File: src/rtl/region_guard_pkg.sv
// Package: shared field positions and the decoded region type for the
// access control region matcher. Assumes 32-bit addresses and register words.
package region_guard_pkg;

    localparam int unsigned WORD_W     = 32;
    localparam int unsigned BASE_HI    = 31;
    localparam int unsigned BASE_LO    = 24;
    localparam int unsigned MASK_HI    = 23;
    localparam int unsigned MASK_LO    = 16;
    localparam int unsigned VALID_BIT  = 15;
    localparam int unsigned MODE_HI    = 14;
    localparam int unsigned MODE_LO    = 13;
    localparam int unsigned FINE_BIT   = 10;
    localparam int unsigned SPROT_BIT  = 3;
    localparam int unsigned DDEF_BIT   = 23;
    localparam int unsigned IDEF_BIT   = 7;

    // Decoded contents of one region register.
    typedef struct packed {
        logic [7:0] base;
        logic [7:0] mask;
        logic       valid;
        logic [1:0] mode;
        logic       fine;
        logic       sprot;
    } region_cfg_t;

    // Control word fields that matter to the verdict.
    typedef struct packed {
        logic dflt_data;
        logic dflt_instr;
    } ctrl_cfg_t;

    // Pull the meaningful fields out of a written word.
    function automatic region_cfg_t unpack_region(input logic [WORD_W-1:0] w);
        region_cfg_t r;
        r.base  = w[BASE_HI:BASE_LO];
        r.mask  = w[MASK_HI:MASK_LO];
        r.valid = w[VALID_BIT];
        r.mode  = w[MODE_HI:MODE_LO];
        r.fine  = w[FINE_BIT];
        r.sprot = w[SPROT_BIT];
        return r;
    endfunction

endpackage

File: src/rtl/rg_cfg_regs.sv
// Module: rg_cfg_regs
// Holds the region registers and the default-protect control word.
// Assumes one write per cycle; select values above NUM_REGIONS are ignored.
module rg_cfg_regs
    import region_guard_pkg::*;
#(
    parameter int unsigned NUM_REGIONS = 4,
    localparam int unsigned SEL_W      = $clog2(NUM_REGIONS + 1)
) (
    input  logic                               clk,
    input  logic                               rst_n,
    input  logic                               wr_en,
    input  logic [SEL_W-1:0]                   wr_sel,
    input  logic [WORD_W-1:0]                  wr_data,
    output region_cfg_t [NUM_REGIONS-1:0]      region_q,
    output ctrl_cfg_t                          ctrl_q
);

    localparam logic [SEL_W-1:0] CTRL_SEL = SEL_W'(NUM_REGIONS);

    // Bits of the write word that no register keeps.
    logic unused_wr_bits;
    assign unused_wr_bits = ^{wr_data[12:11], wr_data[9:8], wr_data[6:4], wr_data[2:0]};

    genvar gi;
    generate
        for (gi = 0; gi < NUM_REGIONS; gi++) begin : g_region
            localparam logic [SEL_W-1:0] MY_SEL = SEL_W'(gi);
            // Load one region register when it is selected.
            always_ff @(posedge clk) begin
                if (!rst_n) begin
                    region_q[gi] <= '0;
                end else if (wr_en && (wr_sel == MY_SEL)) begin
                    region_q[gi] <= unpack_region(wr_data);
                end
            end
        end
    endgenerate

    // Load the control word when it is selected.
    always_ff @(posedge clk) begin
        if (!rst_n) begin
            ctrl_q <= '0;
        end else if (wr_en && (wr_sel == CTRL_SEL)) begin
            ctrl_q.dflt_data  <= wr_data[DDEF_BIT];
            ctrl_q.dflt_instr <= wr_data[IDEF_BIT];
        end
    end

endmodule

File: src/rtl/rg_region_match.sv
// Module: rg_region_match
// Decides, without a clock, whether one region accepts a request. It checks
// the valid bit, the privilege mode and the address in either mask mode.
// Assumes only address bits 31:20 take part in the comparison.
module rg_region_match
    import region_guard_pkg::*;
(
    input  region_cfg_t cfg,
    input  logic [11:0] addr_hi,
    input  logic        req_super,
    output logic        match
);

    logic       mode_ok;
    logic       coarse_ok;
    logic       fine_ok;
    logic [7:0] top_byte;
    logic [3:0] nibble;

    assign top_byte = addr_hi[11:4];
    assign nibble   = addr_hi[3:0];

    // Mode field: 1x accepts either level, otherwise bit 0 names the level.
    always_comb begin
        mode_ok = cfg.mode[1] | (cfg.mode[0] == req_super);
    end

    // Address comparison for both mask modes.
    always_comb begin
        coarse_ok = ((top_byte ^ cfg.base) & ~cfg.mask) == 8'h00;
        fine_ok   = (top_byte == cfg.base) &&
                    (((nibble ^ cfg.mask[7:4]) & ~cfg.mask[3:0]) == 4'h0);
    end

    // Combine validity, mode and the selected address test.
    always_comb begin
        match = cfg.valid && mode_ok && (cfg.fine ? fine_ok : coarse_ok);
    end

endmodule

File: src/rtl/rg_verdict.sv
// Module: rg_verdict
// Filters the region matches by address space, picks the lowest index and
// decides the protection verdict. It registers the result one cycle after
// the request. Assumes regions below DATA_REGIONS serve data and the rest
// serve instructions.
module rg_verdict
    import region_guard_pkg::*;
#(
    parameter int unsigned NUM_REGIONS  = 4,
    parameter int unsigned DATA_REGIONS = 2,
    localparam int unsigned IDX_W       = $clog2(NUM_REGIONS)
) (
    input  logic                   clk,
    input  logic                   rst_n,
    input  logic                   req_valid,
    input  logic                   req_instr,
    input  logic                   req_super,
    input  logic [NUM_REGIONS-1:0] match,
    input  logic [NUM_REGIONS-1:0] sprot,
    input  ctrl_cfg_t              ctrl,
    output logic                   rsp_valid,
    output logic                   rsp_hit,
    output logic [IDX_W-1:0]       rsp_idx,
    output logic                   rsp_err
);

    logic [NUM_REGIONS-1:0] cand;
    logic                   pick_hit;
    logic [IDX_W-1:0]       pick_idx;
    logic                   pick_err;

    genvar gi;
    generate
        for (gi = 0; gi < NUM_REGIONS; gi++) begin : g_space
            localparam bit IS_INSTR = (gi >= DATA_REGIONS);
            assign cand[gi] = match[gi] && (IS_INSTR == req_instr);
        end
    endgenerate

    // Lowest-numbered candidate wins: scan downward so the last write is the lowest.
    always_comb begin
        pick_hit = 1'b0;
        pick_idx = '0;
        for (int i = NUM_REGIONS - 1; i >= 0; i--) begin
            if (cand[i]) begin
                pick_hit = 1'b1;
                pick_idx = IDX_W'(i);
            end
        end
    end

    // Protection verdict: supervisor always passes, user checks region or default.
    always_comb begin
        if (req_super) begin
            pick_err = 1'b0;
        end else if (pick_hit) begin
            pick_err = sprot[pick_idx];
        end else begin
            pick_err = req_instr ? ctrl.dflt_instr : ctrl.dflt_data;
        end
    end

    // Register the verdict; outputs stay zero between responses.
    always_ff @(posedge clk) begin
        if (!rst_n) begin
            rsp_valid <= 1'b0;
            rsp_hit   <= 1'b0;
            rsp_idx   <= '0;
            rsp_err   <= 1'b0;
        end else begin
            rsp_valid <= req_valid;
            rsp_hit   <= req_valid && pick_hit;
            rsp_idx   <= req_valid ? pick_idx : '0;
            rsp_err   <= req_valid && pick_err;
        end
    end

endmodule

File: src/rtl/region_guard.sv
// Module: region_guard (top)
// Access control region matcher. It checks each request against the region
// registers and reports hit, region index and access error one cycle later.
// Assumes 32-bit addresses; a write and a request in one cycle see old values.
module region_guard
    import region_guard_pkg::*;
#(
    parameter int unsigned NUM_REGIONS  = 4,
    parameter int unsigned DATA_REGIONS = 2,
    localparam int unsigned IDX_W       = $clog2(NUM_REGIONS),
    localparam int unsigned SEL_W       = $clog2(NUM_REGIONS + 1)
) (
    input  logic              clk,
    input  logic              rst_n,
    input  logic              req_valid,
    input  logic [WORD_W-1:0] req_addr,
    input  logic              req_instr,
    input  logic              req_super,
    input  logic              wr_en,
    input  logic [SEL_W-1:0]  wr_sel,
    input  logic [WORD_W-1:0] wr_data,
    output logic              rsp_valid,
    output logic              rsp_hit,
    output logic [IDX_W-1:0]  rsp_idx,
    output logic              rsp_err
);

    region_cfg_t [NUM_REGIONS-1:0] region_q;
    ctrl_cfg_t                     ctrl_q;
    logic [NUM_REGIONS-1:0]        match;
    logic [NUM_REGIONS-1:0]        sprot;

    // Low address bits lie inside every region and are not compared.
    logic unused_addr_bits;
    assign unused_addr_bits = ^req_addr[19:0];

    rg_cfg_regs #(
        .NUM_REGIONS(NUM_REGIONS)
    ) u_regs (
        .clk      (clk),
        .rst_n    (rst_n),
        .wr_en    (wr_en),
        .wr_sel   (wr_sel),
        .wr_data  (wr_data),
        .region_q (region_q),
        .ctrl_q   (ctrl_q)
    );

    genvar gi;
    generate
        for (gi = 0; gi < NUM_REGIONS; gi++) begin : g_match
            rg_region_match u_match (
                .cfg       (region_q[gi]),
                .addr_hi   (req_addr[31:20]),
                .req_super (req_super),
                .match     (match[gi])
            );
            assign sprot[gi] = region_q[gi].sprot;
        end
    endgenerate

    rg_verdict #(
        .NUM_REGIONS (NUM_REGIONS),
        .DATA_REGIONS(DATA_REGIONS)
    ) u_verdict (
        .clk       (clk),
        .rst_n     (rst_n),
        .req_valid (req_valid),
        .req_instr (req_instr),
        .req_super (req_super),
        .match     (match),
        .sprot     (sprot),
        .ctrl      (ctrl_q),
        .rsp_valid (rsp_valid),
        .rsp_hit   (rsp_hit),
        .rsp_idx   (rsp_idx),
        .rsp_err   (rsp_err)
    );

endmodule

File: config.mk
export PLATFORM = sky130hd
export DESIGN_NAME = region_guard
export DESIGN_NICKNAME = d
export VERILOG_FILES = /design/src/rtl/region_guard_pkg.sv /design/src/rtl/rg_cfg_regs.sv /design/src/rtl/rg_region_match.sv /design/src/rtl/rg_verdict.sv /design/src/rtl/region_guard.sv
export SDC_FILE = /design/constraint.sdc
export NUM_CORES = 1
export LEC_CHECK = 0
export ABC_AREA = 1
export BUFFER_PORTS_ARGS = -buffer_cell sky130_fd_sc_hd__buf_2
export CAP_MARGIN = 10
export CORE_MARGIN = 3
export CORE_UTILIZATION = 56
export DETAILED_ROUTE_END_ITERATION = 12
export GPL_ROUTABILITY_DRIVEN = 0
export PLACE_DENSITY = 0.8
export SLEW_MARGIN = 20
export SYNTH_ARGS = -nofsm -noshare
export SYNTH_HDL_FRONTEND = slang
export SYNTH_SLANG_ARGS = --single-unit
File: constraint.sdc
create_clock -name clk -period 2.4 [get_ports clk]
set_input_delay 0.72 -clock clk [delete_from_list [all_inputs] [get_ports clk]]
set_output_delay 0.72 -clock clk [all_outputs]
set_load 0.01 [all_outputs]
* Word level (Yosys, flattened, before mapping)
Cells that the tools add are included.
Cells by class: order comparisons 1, eq/ne operators 12, multiplexer cells 17, bitwise gates (word level) 29, reductions and logical operators 33
Operators with widths (number):
- AND 8 bit | 4
- equality test 8 bit | 4
- logical NOT 8 bit | 4
- NOT 8 bit | 4
- XOR 8 bit | 4
- logical AND 1 bit | 23
- AND 4 bit | 4
- logical NOT 4 bit | 4
- NOT 4 bit | 4
- XOR 4 bit | 4
- 2-to-1 mux 1 bit | 12
- 2-to-1 mux 2 bit | 4
- equality test 3 x 2 -> 1 bit, second input constant | 2
- equality test 1 bit | 4
- bitwise OR 1 bit | 4
- equality test 3 x 1 -> 1 bit, second input constant | 1
- equality test 3 bit, second input constant | 1
- logical NOT 3 bit | 1
- less-than comparator 2 x 3 -> 1 bit, second input constant | 1
- binary-select mux 1 bit (select 2 bit) | 1
- AND reduction 2 bit | 1
- NOT 1 bit | 1
Storage, ports and cells: flip-flop bits (word level) 91, input port bits 73, word-level logic and storage cells 122

* Depth between registers and ports, before layout
Gate-level depths: netlist of the first run.
word-level depth 16, gate-level depth with buffers 17

* Hierarchy
Synthesis of the first run repeated with hierarchy kept, for this count alone.
Unflattened totals: cell total of the unflattened synthesis 937, area total of the unflattened synthesis 5305.1 sq um
By module, submodules not included:
- rg_cfg_regs | times used 1, cells an instance 506, area an instance 3464.6 sq um
- rg_region_match | times used 4, cells an instance 99, area an instance 395.4 sq um
- rg_verdict | times used 1, cells an instance 35, area an instance 259.0 sq um

* Worst setup path before layout of the first run
OpenSTA, ideal clock, no wires.
path kind input -> register, start point input req_addr[30], end point register u_verdict.rsp_err, arrival 1834 ps, data required time 2286 ps, setup slack 452 ps, stages on the path 17, path buffers 1, cell sequence buf_2 inv_1 nand2_1 nand2_1 nand2_1 nor2_1 nand2_1 nor2_2 nor2_2 nor2_4 nand2_2 nand2_2 nand2_2 nand2_1 nand3_1 nand2_1 a21oi_2
On the way: longest elaborated chain between the ends 15, elaborated cells between the ends (all ways) 45
Ends and longest elaborated chain:
- start: declaration | line region_guard.sv:16 | input logic [WORD_W-1:0] req_addr,
- XOR 8 bit | line rg_region_match.sv:30 | coarse_ok = ((top_byte ^ cfg.base) & ~cfg.mask) == 8'h00;
- AND 8 bit | line rg_region_match.sv:30
- logical NOT 8 bit | line rg_region_match.sv:30
- 2-to-1 mux 1 bit | line rg_region_match.sv:37 | match = cfg.valid && mode_ok && (cfg.fine ? fine_ok : coarse_ok);
- logical AND 1 bit | line rg_region_match.sv:37
- logical AND 1 bit | line rg_verdict.sv:36 | assign cand[gi] = match[gi] && (IS_INSTR == req_instr);
- 2-to-1 mux 2 bit (4 in a row) | line rg_verdict.sv:45 | if (cand[i]) begin
- binary-select mux 1 bit (select 2 bit) | line rg_verdict.sv:57 | pick_err = sprot[pick_idx];
- 2-to-1 mux 1 bit (implied by the code) | line rg_verdict.sv:57
- 2-to-1 mux 1 bit (*) | line rg_verdict.sv:56 | end else if (pick_hit) begin
- 2-to-1 mux 1 bit (*) | line rg_verdict.sv:54 | if (req_super) begin
- logical AND 1 bit (*) | line rg_verdict.sv:74 | rsp_err <= req_valid && pick_err;
- end signal: assignment | line rg_verdict.sv:74
- end: declaration | line rg_verdict.sv:24 | output logic rsp_err
Every way passes the cells marked *; elsewhere a longest branch is shown, timed or not. The select of a mux whose other input is x is not followed. A chain may end at the register's enable or synchronous reset.

* Final worst setup path of the first run
start point input wr_sel[2], end point register u_regs.region_q[28] (netlist name)
On the way: longest elaborated chain between the ends 2
Ends and longest elaborated chain:
- start: declaration | line region_guard.sv:20 | input logic [SEL_W-1:0] wr_sel,
- equality test 3 x 1 -> 1 bit | line rg_cfg_regs.sv:33 | end else if (wr_en && (wr_sel == MY_SEL)) begin
- logical AND 1 bit | line rg_cfg_regs.sv:33
Every way passes these cells.

==> results of run 1 <==
metrics by stage:
step	hold slack (ps)	cells	total power, mW	utilization
after global placement	430	776	1.98	0.630
after detailed placement	437	776	1.99	0.630
after global routing	488	792	3.09	0.656
after CTS	451	792	2.96	0.656
final	452	792	2.95	0.656
after floorplan	420	649	1.85	-
path summary, 6_finish.rpt:
check | slack [ps] | end | cells past startpoint | from
max | 510 | u_regs.region_q[28]$_SDFFE_PN0P_ | 7 | wr_sel[2]
max reg2reg | 710 | u_verdict.rsp_err$_SDFF_PN0_ | 16 | u_regs.region_q[77]$_SDFFE_PN0P_
min reg2reg | 450 | u_regs.ctrl_q[1]$_SDFFE_PN0P_ | 2 | u_regs.ctrl_q[1]$_SDFFE_PN0P_
min | 450 | u_regs.ctrl_q[1]$_SDFFE_PN0P_ | 2 | u_regs.ctrl_q[1]$_SDFFE_PN0P_
power by group:
group	switching, mW	internal (mW)	total [mW]
clock	0.553	0.435	0.988
sequential	0.0258	1.56	1.59
combinational	0.245	0.132	0.376
total	0.823	2.13	2.95
per-layer routing:
layer,part of all wire,vias up,track usage,wire (µm)
li1,-,2140,-,-
met1,0.45,1916,0.362,4980
met2,0.46,163,0.398,5090
met3,0.071,19,0.0361,791
met4,0.019,0,0.111,214
met5,0,-,0,0
flip-flops by register name (all words and copies together) (netlist names):
signal / cells
u_verdict.rsp_idx: 2
u_verdict.rsp_err: 1
u_verdict.rsp_hit: 1
u_regs.ctrl_q: 2
u_verdict.rsp_valid: 1
u_regs.region_q: 84
area by class of cell:
type / count / area, µm² / share of cell area
Multi-Input combinational cell: 453 / 2130 / 0.439
Sequential cell: 91 / 1820 / 0.375
Inverter: 81 / 304 / 0.0626
Timing Repair Buffer: 52 / 285 / 0.0587
Clock buffer: 11 / 151 / 0.0312
Tap cell: 99 / 124 / 0.0255
Clock inverter: 5 / 37.5 / 0.00773
worst max-delay path, cell delays in order:
cell     delay (ps)
buf_2           100
nor2_1          140
inv_1           110
nor3_1          210
inv_1           400
o21ai_0         330
a21oi_1          70
logic make-up (layout without fill, tap and decap cells):
logic type / count (synthesis) / count (layout) / share of synthesized area
flops: 91 / 91 / 0.419
buf+inv: 105 / 149 / 0.0914
simple gates: 271 / 271 / 0.258
xor+xnor: 21 / 21 / 0.0423
compound gates: 161 / 161 / 0.190
synth_stat cells (all sizes together):
cell type	instances
a21o	1
a21oi	59
and3	1
and3b	1
buf	3
clkbuf	21
clkinv	1
dfxtp	91
inv	80
nand2	124
nand3	29
nand3b	4
nor2	107
nor3	4
nor3b	1
o211ai	3
o21ai	97
o21bai	1
xnor2	10
xor2	11
==> impl_metrics.json, run 1 <==
{
  "outcome": "finished clean",
  "max_freq_mhz": 528,
  "setup-violations-final": 0,
  "dieArea_mm2": 0.00887,
  "synth_seq_area_share": 0.419,
  "most-common-layout-cells": "nand2_1, nor2_1, o21ai_0, dfxtp_1, inv_1",
  "diodes": 0,
  "yosys_warnings": 0,
  "required_ps": 2610,
  "root_buffer": "clkbuf_8",
  "hold_buffers": 0,
  "grt_usage": 0.259,
  "synth-seq-cells": 91,
  "port_buffers": 47,
  "worstMarginPinSlew_ps": 815,
  "fillers": 659,
  "htree_levels": 3,
  "cts_buffer_depth": 2,
  "routed_wl_um": 11100,
  "clkTransAtPathRegs_ps": 90,
  "dr_total_vias": 4238,
  "crit_fanout": 29,
  "leakagePower_nw": 2.25,
  "clock_latency_ps": 360,
  "synth_top_area_frac": 0.419,
  "drt-initial-drc-count": 277,
  "hold_viol_final": 0,
  "die_height_um": 94.2,
  "slew_viol_final": 0,
  "ir_drop_mv": 0.383,
  "syn_to_final_growth_pct": 11.6,
  "viasPerCell": 5.35,
  "syn_area_mm2": 0.00435,
  "detail-route-antenna-nets": 0,
  "place_area_mm2": 0.00467,
  "post_drt_wl_per_cell_um": 14.0,
  "slew_headroom": 0.456,
  "die_w_um": 94.2,
  "hp-class": "register to register",
  "initial_core_util": 0.588,
  "critPathArrivalTime_ps": 2100,
  "worst_slack_ps": 507,
  "drc": 0,
  "grt_pass1_wl_um": 17900,
  "grt_pass1_vias": 3844,
  "rsz0062_at_grt": "no",
  "core_area_mm2": 0.00741,
  "clock_skew_ps": 11.1,
  "syn_nets": 722,
  "antenna_found_initial": 0,
  "overflow": 0,
  "syn_inst": 649,
  "io_pins": 78,
  "syn_area_per_cell_um2": 6.71,
  "cp-start-kind": "input port",
  "critPathCaptureType": "register",
  "post_cts_buffers": 0,
  "cts_tree": "built",
  "tns_ps": 0,
  "cts.sinks": 91,
  "ys_top_cells_by_area": "dfxtp_1, o21ai_0, nand2_1",
  "rows": 31,
  "post-route-min-period_ps": 1890,
  "place_hpwl_um": 8140,
  "timing.final.crit_share": 0.789,
  "fin_nets": 761,
  "powerDensity_mw_per_mm2": 607,
  "final_cell_area_mm2": 0.00486,
  "synth_top_area_cell": "dfxtp_1",
  "cts_made_buffers": 9,
  "final_layout_size_suffix_gt1_frac": 0.131,
  "pre_cts_ws_ps": 175,
  "dr.pass1.iters": 5,
  "ctsResizeCount": 0,
  "final_common_cell": "nand2_1",
  "max-cap-violations": 0,
  "worstSetupPathType": "input port to register",
  "synth_cell_type_count": 26,
  "grt_max_degree": 60
}
(Power assumes the default switching activity.)
==> run 2, diff against run 1 <==
==> constraint.sdc (replaced) <==
create_clock -name clk -period 1.8 [get_ports clk]
set_input_delay 0.54 -clock clk [delete_from_list [all_inputs] [get_ports clk]]
set_output_delay 0.54 -clock clk [all_outputs]
set_load 0.01 [all_outputs]
==> impl_metrics.json, run 2 (synthesis results as in run 1) <==
{
  "io_pins": 78,
  "reg2reg_depth": 16,
  "timing.final.crit_share": 0.932,
  "rrSetupSlack_ps": 140,
  "clock_latency_ps": 360,
  "critPathCaptureType": "register",
  "final_common_cell": "nand2_1",
  "drt-initial-drc-count": 340,
  "die_w_um": 94.2,
  "rsz0062_at_grt": "no",
  "critPathArrivalTime_ps": 1940,
  "r2r-start": "u_regs.region_q[73]$_SDFFE_PN0P_",
  "setup-violations-final": 0,
  "hold_viol_final": 0,
  "grt_max_degree": 43,
  "ctsResizeCount": 0,
  "cts_buffer_depth": 2,
  "fillers": 614,
  "cp-start-kind": "input port",
  "post-route-min-period_ps": 1680,
  "worstMarginPinSlew_ps": 383,
  "rr_endpoint": "u_verdict.rsp_err$_SDFF_PN0_",
  "place_hpwl_um": 8380,
  "dieArea_mm2": 0.00887,
  "root_buffer": "clkbuf_8",
  "diodes": 0,
  "cts_made_buffers": 9,
  "dr.pass1.iters": 5,
  "place_area_mm2": 0.00479,
  "powerDensity_mw_per_mm2": 797,
  "holdPathEnd": "u_regs.region_q[67]$_SDFFE_PN0P_",
  "max_freq_mhz": 596,
  "cpPeakStageDelay_ps": 150,
  "grt_usage": 0.266,
  "post_cts_buffers": 0,
  "antenna_found_initial": 0,
  "final_cell_area_mm2": 0.00508,
  "slew_headroom": 0.745,
  "slowest_stage": "clkbuf_4",
  "clkTransAtPathRegs_ps": 90,
  "ir_drop_mv": 0.480,
  "port_buffers": 47,
  "hold_buffers": 0,
  "dr_total_vias": 4260,
  "hp-class": "register to register",
  "leakagePower_nw": 2.36,
  "core_area_mm2": 0.00741,
  "final_layout_size_suffix_gt1_frac": 0.187,
  "detail-route-antenna-nets": 0,
  "largest_reg_flops": 84,
  "path_common_cell": "nand2_1",
  "worstSetupPathType": "input port to register",
  "overflow": 0,
  "rows": 31,
  "worst-path-buf-inv": 2,
  "hp-start": "u_regs.region_q[67]$_SDFFE_PN0P_",
  "drc": 0,
  "grt_pass1_wl_um": 18400,
  "critical_path.cell_chain": "clkbuf_4 -> inv_2 -> nand2_2 -> nand2_1 -> nand2_1 -> nor2_1 -> nand2_1 -> nor2_2 -> nor2_2 -> nor2_4 -> nand2_2 -> nand2_2 -> nand2_2 -> nand2_1 -> nand3_1 -> nand2_1 -> a21oi_2",
  "most-common-layout-cells": "nand2_1, nor2_1, o21ai_0, dfxtp_1, inv_1",
  "crit_fanout": 5,
  "top_register": "u_regs.region_q",
  "post_drt_wl_per_cell_um": 14.0,
  "crit_family": "simple AND/OR/NAND/NOR gates",
  "outcome": "finished clean",
  "required_ps": 2060,
  "htree_levels": 3,
  "reg_top3": "u_regs.region_q: 84 flops, u_regs.ctrl_q: 2 flops, u_verdict.rsp_idx: 2 flops",
  "instances_no_fill": 801,
  "slew_viol_final": 0,
  "grt_pass1_vias": 4054,
  "fin_nets": 771,
  "syn_to_final_growth_pct": 16.6,
  "initial_core_util": 0.588,
  "clock_skew_ps": 11.6,
  "cts_tree": "built",
  "max-cap-violations": 0,
  "routed_wl_um": 11200,
  "die_height_um": 94.2,
  "hold_depth": 2,
  "viasPerCell": 5.32,
  "dp.cells": 786,
  "cts.sinks": 91
}
[run 2: changes by cell type in the layout (fill, tap and decap cells not counted), moves of 4 or more]
cell     before  now
buf_4         4   17
dfxtp_2       0    9
nand2_2       5   15
buf_12        1    5
nand3_2       0    4
buf_2        47   39
nand2_1     119  109
dfxtp_1      91   82
inv_2        11   19
inv_1        69   60
nand3_1      29   25
[run 2: worst max path at each step]
stage                                         to  depth (start not counted)                              from
global placement    u_verdict.rsp_err$_SDFF_PN0_                         17                      req_addr[24]
floorplan           u_verdict.rsp_err$_SDFF_PN0_                         17                      req_addr[30]
global route        u_verdict.rsp_err$_SDFF_PN0_                         16  u_regs.region_q[72]$_SDFFE_PN0P_
detailed placement  u_verdict.rsp_err$_SDFF_PN0_                         17                      req_addr[24]
finish              u_verdict.rsp_err$_SDFF_PN0_                         17                      req_addr[24]
CTS                 u_verdict.rsp_err$_SDFF_PN0_                         16                      req_addr[29]
[run 2: area by class of cell]
class / instances / area (µm²) / area share
clock buffers: 13 / 159 / 0.0313
repair buffers: 62 / 430 / 0.0848
clock inverters: 2 / 35.0 / 0.00690
inverters: 81 / 307 / 0.0604
flip-flops and latches: 91 / 1830 / 0.361
multi-input cells: 453 / 2190 / 0.431
well taps: 99 / 124 / 0.0244
[run 2: where the power goes]
| group | internal [mW] | switching (mW) | leakage (nW) |
|---|---|---|---|
| sequential | 2.08 | 0.0354 | 0.744 |
| combinational | 0.200 | 0.334 | 1.52 |
| clock | 0.711 | 0.684 | 0.0995 |
| total | 2.99 | 1.05 | 2.36 |
[run 2: worst register-to-register path, stage by stage, from the launching register on]
cell	delay (ps)
dfxtp_1	320
inv_1	120
nand2_1	60
nand3_1	80
nand2_1	50
inv_1	50
nand2_1	60
nor2_2	140
nor2_2	60
nor2_4	130
nand2_2	70
nand2_2	80
nand2_2	60
nand2_1	60
nand3_1	60
nand2_1	110
a21oi_2	60
[run 2: per-stage QoR]
stage                      util  hold slack (ps)  total power [mW]  setup slack, ps  TNS (ps)
after floorplan               -              420              2.46             32.5         0
after global placement    0.647              428              2.65             -224      -390
after detailed placement  0.647              435              2.67             -250      -564
after CTS                 0.673              448              4.04              134         0
after global routing      0.685              469              4.21            0.316         0
final                     0.685              446              4.05              122         0
[run 2: per-layer routing]
layer / vias to the layer above / global-route usage / wire length (µm)
li1: 2161 / - / -
met1: 1937 / 0.364 / 5130
met2: 139 / 0.425 / 5190
met3: 23 / 0.0385 / 673
met4: 0 / 0.0963 / 213
met5: - / 0 / 0
